### src/rtl/fbc_pkg.sv
package fbc_pkg;

  localparam int NUM_BANKS = 3;
  localparam int BANK_W    = 2;

  typedef enum logic [1:0] {
    CFG_A = 2'b00,
    CFG_B = 2'b10,
    CFG_C = 2'b01
  } cfg_e;

  typedef struct packed {
    logic [BANK_W-1:0] wr;
    logic [BANK_W-1:0] main;
    logic [BANK_W-1:0] nbr;
  } roles_t;

  function automatic roles_t roles_of(cfg_e c);
    roles_t r;
    case (c)
      CFG_B:   begin r.wr = 2'd1; r.main = 2'd0; r.nbr = 2'd2; end
      CFG_C:   begin r.wr = 2'd2; r.main = 2'd1; r.nbr = 2'd0; end
      default: begin r.wr = 2'd0; r.main = 2'd2; r.nbr = 2'd1; end
    endcase
    return r;
  endfunction

  function automatic cfg_e next_cfg(cfg_e c);
    case (c)
      CFG_A:   return CFG_B;
      CFG_B:   return CFG_C;
      default: return CFG_A;
    endcase
  endfunction

endpackage

### src/rtl/fbc_write_track.sv
module fbc_write_track #(
  parameter int GROUP_FRAMES = 4,
  localparam int CNT_W = $clog2(GROUP_FRAMES) + 1
) (
  input  logic             clk,
  input  logic             rst,
  input  logic             frame_wr_done,
  input  logic             clear,
  output logic [CNT_W-1:0] cnt,
  output logic             full
);

  assign full = (cnt == CNT_W'(GROUP_FRAMES));

  always_ff @(posedge clk) begin
    if (rst || clear) begin
      cnt <= '0;
    end else if (frame_wr_done && !full) begin
      cnt <= cnt + 1'b1;
    end
  end

  // count never passes the group size and holds once full
  p_cnt_bound_r3: assert property (@(posedge clk) disable iff (rst)
    cnt <= CNT_W'(GROUP_FRAMES));
  p_full_hold_r3: assert property (@(posedge clk) disable iff (rst)
    (full && !clear) |=> full);

endmodule

### src/rtl/fbc_role_fsm.sv
module fbc_role_fsm
  import fbc_pkg::*;
(
  input  logic clk,
  input  logic rst,
  input  logic stage_done,
  input  logic group_full,
  output cfg_e cfg,
  output logic advance,
  output logic stall,
  output logic main_valid,
  output logic nbr_valid
);

  logic       pending;
  logic [1:0] fills;

  assign pending = stage_done || stall;
  assign advance = pending && group_full;

  always_ff @(posedge clk) begin
    if (rst) begin
      cfg   <= CFG_A;
      stall <= 1'b0;
      fills <= 2'd0;
    end else begin
      stall <= pending && !group_full;
      if (advance) begin
        cfg <= next_cfg(cfg);
        if (fills != 2'd2) fills <= fills + 2'd1;
      end
    end
  end

  assign main_valid = (fills != 2'd0);
  assign nbr_valid  = (fills == 2'd2);

  // only the three legal encodings
  p_cfg_legal_r2: assert property (@(posedge clk) disable iff (rst)
    (cfg == CFG_A) || (cfg == CFG_B) || (cfg == CFG_C));
  // state moves only when the group was complete
  p_move_needs_full_r4: assert property (@(posedge clk) disable iff (rst)
    (cfg != $past(cfg)) |-> $past(group_full));
  // a raised stall freezes the state
  p_stall_holds_r5: assert property (@(posedge clk) disable iff (rst)
    (stall && !group_full) |=> $stable(cfg));
  // validity never drops without reset
  p_valid_sticky_r6: assert property (@(posedge clk) disable iff (rst)
    main_valid |=> main_valid);
  p_nbr_implies_main_r6: assert property (@(posedge clk) disable iff (rst)
    nbr_valid |-> main_valid);

endmodule

### src/rtl/fbc_read_map.sv
module fbc_read_map
  import fbc_pkg::*;
#(
  parameter int GROUP_FRAMES = 4,
  localparam int SLOT_W = $clog2(GROUP_FRAMES),
  localparam int IDX_W  = SLOT_W + 1
) (
  input  logic              clk,
  input  logic              rst,
  input  cfg_e              cfg,
  input  logic              main_valid,
  input  logic              nbr_valid,
  input  logic [IDX_W-1:0]  rd_idx,
  output logic [BANK_W-1:0] main_sel,
  output logic [BANK_W-1:0] nbr_sel,
  output logic [BANK_W-1:0] rd_bank,
  output logic [SLOT_W-1:0] rd_slot,
  output logic              rd_ok
);

  roles_t roles;
  logic   in_main;

  assign roles   = roles_of(cfg);
  assign in_main = rd_idx[SLOT_W];

  always_ff @(posedge clk) begin
    if (rst) begin
      main_sel <= 2'd2;
      nbr_sel  <= 2'd1;
      rd_bank  <= 2'd1;
      rd_slot  <= '0;
      rd_ok    <= 1'b0;
    end else begin
      main_sel <= roles.main;
      nbr_sel  <= roles.nbr;
      rd_bank  <= in_main ? roles.main : roles.nbr;
      rd_slot  <= rd_idx[SLOT_W-1:0];
      rd_ok    <= in_main ? main_valid : nbr_valid;
    end
  end

  // read banks are always two different banks
  p_sel_distinct_r7: assert property (@(posedge clk) disable iff (rst)
    main_sel != nbr_sel);
  // the read bank is one of the two read banks of the previous cycle's state
  p_rd_in_pair_r8: assert property (@(posedge clk) disable iff (rst)
    (rd_bank == roles_of($past(cfg)).main) || (rd_bank == roles_of($past(cfg)).nbr));

endmodule

### src/rtl/frame_bank_ctrl.sv
module frame_bank_ctrl
  import fbc_pkg::*;
#(
  parameter int GROUP_FRAMES = 4,
  localparam int SLOT_W = $clog2(GROUP_FRAMES),
  localparam int IDX_W  = SLOT_W + 1,
  localparam int CNT_W  = SLOT_W + 1
) (
  input  logic              clk,
  input  logic              rst,
  input  logic              stage_done,
  input  logic              frame_wr_done,
  input  logic [IDX_W-1:0]  rd_idx,
  output logic [1:0]        stage_state,
  output logic [NUM_BANKS-1:0] bank_we,
  output logic [SLOT_W-1:0] wr_slot,
  output logic [BANK_W-1:0] main_sel,
  output logic [BANK_W-1:0] nbr_sel,
  output logic              main_valid,
  output logic              nbr_valid,
  output logic              stall,
  output logic [BANK_W-1:0] rd_bank,
  output logic [SLOT_W-1:0] rd_slot,
  output logic              rd_ok
);

  logic [CNT_W-1:0] cnt;
  logic             full;
  logic             advance;
  cfg_e             cfg;
  roles_t           roles;

  fbc_write_track #(.GROUP_FRAMES(GROUP_FRAMES)) u_wr (
    .clk           (clk),
    .rst           (rst),
    .frame_wr_done (frame_wr_done),
    .clear         (advance),
    .cnt           (cnt),
    .full          (full)
  );

  fbc_role_fsm u_fsm (
    .clk        (clk),
    .rst        (rst),
    .stage_done (stage_done),
    .group_full (full),
    .cfg        (cfg),
    .advance    (advance),
    .stall      (stall),
    .main_valid (main_valid),
    .nbr_valid  (nbr_valid)
  );

  fbc_read_map #(.GROUP_FRAMES(GROUP_FRAMES)) u_rd (
    .clk        (clk),
    .rst        (rst),
    .cfg        (cfg),
    .main_valid (main_valid),
    .nbr_valid  (nbr_valid),
    .rd_idx     (rd_idx),
    .main_sel   (main_sel),
    .nbr_sel    (nbr_sel),
    .rd_bank    (rd_bank),
    .rd_slot    (rd_slot),
    .rd_ok      (rd_ok)
  );

  assign roles       = roles_of(cfg);
  assign stage_state = cfg;
  assign wr_slot     = full ? {SLOT_W{1'b1}} : cnt[SLOT_W-1:0];

  for (genvar b = 0; b < NUM_BANKS; b++) begin : g_we
    assign bank_we[b] = !full && (roles.wr == BANK_W'(b));
  end

  // exactly one bank written while the group is open, none once full
  p_we_open_r3: assert property (@(posedge clk) disable iff (rst)
    !full |-> $onehot(bank_we));
  p_we_full_r3: assert property (@(posedge clk) disable iff (rst)
    full |-> (bank_we == '0));
  // a stage_done during stall cannot advance an incomplete group
  p_no_double_r9: assert property (@(posedge clk) disable iff (rst)
    (stall && stage_done && !full) |=> $stable(stage_state));

endmodule

### config.mk
export PLATFORM = sky130hd
export DESIGN_NAME = frame_bank_ctrl
export DESIGN_NICKNAME = d
export VERILOG_FILES = /design/src/rtl/fbc_pkg.sv /design/src/rtl/fbc_write_track.sv /design/src/rtl/fbc_role_fsm.sv /design/src/rtl/fbc_read_map.sv /design/src/rtl/frame_bank_ctrl.sv
export SDC_FILE = /design/constraint.sdc
export NUM_CORES = 1
export LEC_CHECK = 0
export ABC_AREA = 1
export BUFFER_PORTS_ARGS = -buffer_cell sky130_fd_sc_hd__buf_2
export CORE_MARGIN = 3
export CORE_UTILIZATION = 50
export CTS_BUF_LIST = sky130_fd_sc_hd__clkbuf_2
export DETAILED_ROUTE_END_ITERATION = 12
export GPL_ROUTABILITY_DRIVEN = 0
export GPL_TIMING_DRIVEN = 0
export PLACE_DENSITY_LB_ADDON = 0.2
export SYNTH_ARGS = -nofsm -noshare
export SYNTH_HDL_FRONTEND = slang
export SYNTH_SLANG_ARGS = --single-unit
### constraint.sdc
create_clock -name clk -period 3.5 [get_ports clk]
set_input_delay 0.35 -clock clk [delete_from_list [all_inputs] [get_ports clk]]
set_output_delay 0.35 -clock clk [all_outputs]
set_load 0.1 [all_outputs]
==> key figures <==
Run status
  • Status: complete, no violations

Synthesis
  • Synthesized Nets: between 100 and 150
  • Yosys warnings: 0
  • Seq/Total Area, Yosys: 0.416
  • Syn Std Cell Area: slightly below 800 sq um
  • Synth Instances: 97
  • Synth unique cells: 16
  • Mapped Avg Cell Area: about 7.9 sq um
  • FF+latch count, synth: 16

Clock tree
  • Maximum buffer depth of the clock tree: 2
  • # Post-CTS Setup Buffers: 0
  • Hold_buf cts: 0
  • CTS tree: built
  • Clock slew at the register clock pins of the worst setup and hold paths: 180 ps
  • Clock root cell: clkbuf_2
  • Clock Latency Late Sink: between 300 and 400 ps
  • H-tree Lvls: 1
  • Clk sinks: 16
  • Post_cts resized: 0
  • CTS Buf Count: 3

Critical path
  • Worst EP required: 3150 ps
  • Startpoint Class: register
  • CP Cell Sequence: inv_1 -> ha_1 -> nor2_1 -> buf_2
  • Crit Path Category: register to output port
  • Critical Path End Type: output port
  • CP max stage cell: dfxtp_1
  • Critical path peak fanout: 5
  • Slowest cell delay on critical path: between 400 and 500 ps
  • Worst Path Arrival: 1730 ps

Die
  • Die extent in x: ~45 microns
  • DIE AREA: 2050 sq um
  • Row count: 13
  • Die Span Y: 45.3 microns
  • Effective utilization at floorplan: 0.564
  • Core box area: 1370 sq um
  • I/O Pins: 26

Drt
  • WL met2: 602 microns
  • M1 WL: 623 microns
  • ANT nets after route: 0
  • Vias: around 650
  • DRT Pass-1 Iters: 4
  • Total Wirelength: 1360 microns
  • Highest Signal Layer: met4
  • Met3 WL post-DR: about 100 microns
  • Initial DRC count: 9
  • Residual DRC: 0
  • Via-per-instance ratio: ~4.6
  • Post-DR wirelength/cell: a little under 10 microns

Power
  • Combinational Power Share: 0.236
  • Sequential share of power: 0.525
  • Clock network power share: 0.239
  • Sw Ratio: 0.372
  • Cell Pwr Density: 391 nW/um^2
  • Switching power: around 0.14 mW
  • VDD IR max: 0.268 mV
  • Pleak: approximately 0.51 nW
  • Internal Dissipation: 0.229 mW

Finish
  • Most frequent cells in the layout: buf_2, inv_1, dfxtp_1
  • Core Util, Final: 0.683
  • Diode count: 0
  • Fill cell instance count of the final layout: 119
  • Nets@finish: 143
  • Area growth from synthesis to layout: 21.1%
  • Commonest non-fill, non-tap cell in the layout: buf_2
  • Layout cells sized above 1: 0.294

Flow run
  • Max_cap viols: 0

GRT
  • GRT Total Usage: 0.153
  • Vias in the first global route: 550
  • First-pass GRT wire length: around 2300 microns
  • GR Overflow Total: 0
  • Initial antenna violation count: 0
  • Largest net degree at the start of global routing: 10

Hold path
  • HP Class: input pin to register

Place
  • Hpwl dp: 1080 microns
  • I/O Buffers: 25
  • Pre-CTS setup slack: 1750 ps

STA
  • Skew final: 26.5 ps
  • Headroom to the max-slew limit: 0.677
  • Final Hold Viols: 0
  • Period utilization: 0.594
  • FMAX: about 480 MHz
  • Setup TNS: 0 ps
  • Final WS setup: 1420 ps
  • Min Hold Slack: ~240 ps
  • Tmin final: ~2100 ps
  • Worst-margin pin slew: 487 ps
  • Unrepaired setup endpoints after global routing: no
  • Fin. max-slew vios: 0
  • Final setup vio count: 0
==> cells in the mapped netlist (all sizes together) <==
cell	instances	area, sq um
inv	22	82.6
nand2	18	90.1
dfxtp	16	320
nor2	14	67.6
ha	9	113
a21oi	6	33.8
nand3	5	25.0
o21ai	4	20.0
buf	1	7.51
nand4	1	6.26
nor3	1	5.00
==> worst paths after layout <==
path / endpoint / slack (ps) / from / cells past startpoint
max: bank_we[0] / 1420 / u_fsm.cfg[1]$_SDFFE_PP0P_ / 4
min reg2reg: u_rd.rd_ok$_SDFF_PP0_ / 520 / u_fsm.fills[1]$_SDFFE_PP0P_ / 2
min: u_rd.main_sel[0]$_SDFF_PP0_ / 240 / rst / 2
max reg2reg: u_wr.cnt[0]$_SDFFE_PP0P_ / 2270 / u_wr.cnt[0]$_SDFFE_PP0P_ / 9
==> area by class of cell <==
cell class / instances / area, sq um / area share
Timing Repair Buffer: 25 / 125 / 0.134
Clock inverter: 1 / 3.75 / 0.00402
Sequential cell: 16 / 320 / 0.343
Clock buffer: 3 / 15.0 / 0.0161
Tap cell: 15 / 18.8 / 0.0201
Inverter: 22 / 82.6 / 0.0885
Multi-Input combinational cell: 58 / 360 / 0.386
Buffer: 1 / 7.51 / 0.00804
==> routing by layer <==
layer | track usage | vias up
li1 | - | 351
met1 | 0.189 | 270
met2 | 0.237 | 20
met3 | 0.0398 | 4
met4 | 0.0877 | 0
met5 | 0 | -
==> power by group through the flow <==
stage	Sequential, mW	Clock (mW)	Combinational (mW)
floorplan	0.225	0	0.0417
global placement	0.195	0	0.0853
detailed placement	0.196	0	0.0867
CTS	0.192	0.0858	0.0868
global route	0.193	0.0968	0.0912
finish	0.192	0.0874	0.0862
==> stage by stage <==
stage / power (mW) / cell area (sq um) / cells
floorplan: 0.266 / 771 / 97
global route: 0.381 / 933 / 141
global placement: 0.281 / 915 / 137
finish: 0.365 / 933 / 141
CTS: 0.364 / 933 / 141
detailed placement: 0.282 / 915 / 137
==> state kept, by name (all words and copies together), names as in the netlist <==
signal / cells
u_wr.cnt: 3
u_fsm.cfg: 2
u_fsm.fills: 2
u_rd.nbr_sel: 2
u_rd.rd_bank: 2
u_rd.rd_slot: 2
u_fsm.stall: 1
u_rd.main_sel: 1
u_rd.rd_ok: 1
==> worst max-delay path, delay by kind of cell (launching register included) <==
kind / cells / cell delay, ps
simple gates: 1 / 120
flops: 1 / 440
fa+ha+maj: 1 / 330
buf+inv: 2 / 530
==> cells by family after synthesis <==
family / after synthesis / synth area share
and+or+nand+nor: 39 / 0.252
AOI/OAI and AO/OA: 10 / 0.0698
adders and majority gates: 9 / 0.146
buffers and inverters: 23 / 0.117
DFF: 16 / 0.416
Power figures use the tool's default switching activity.
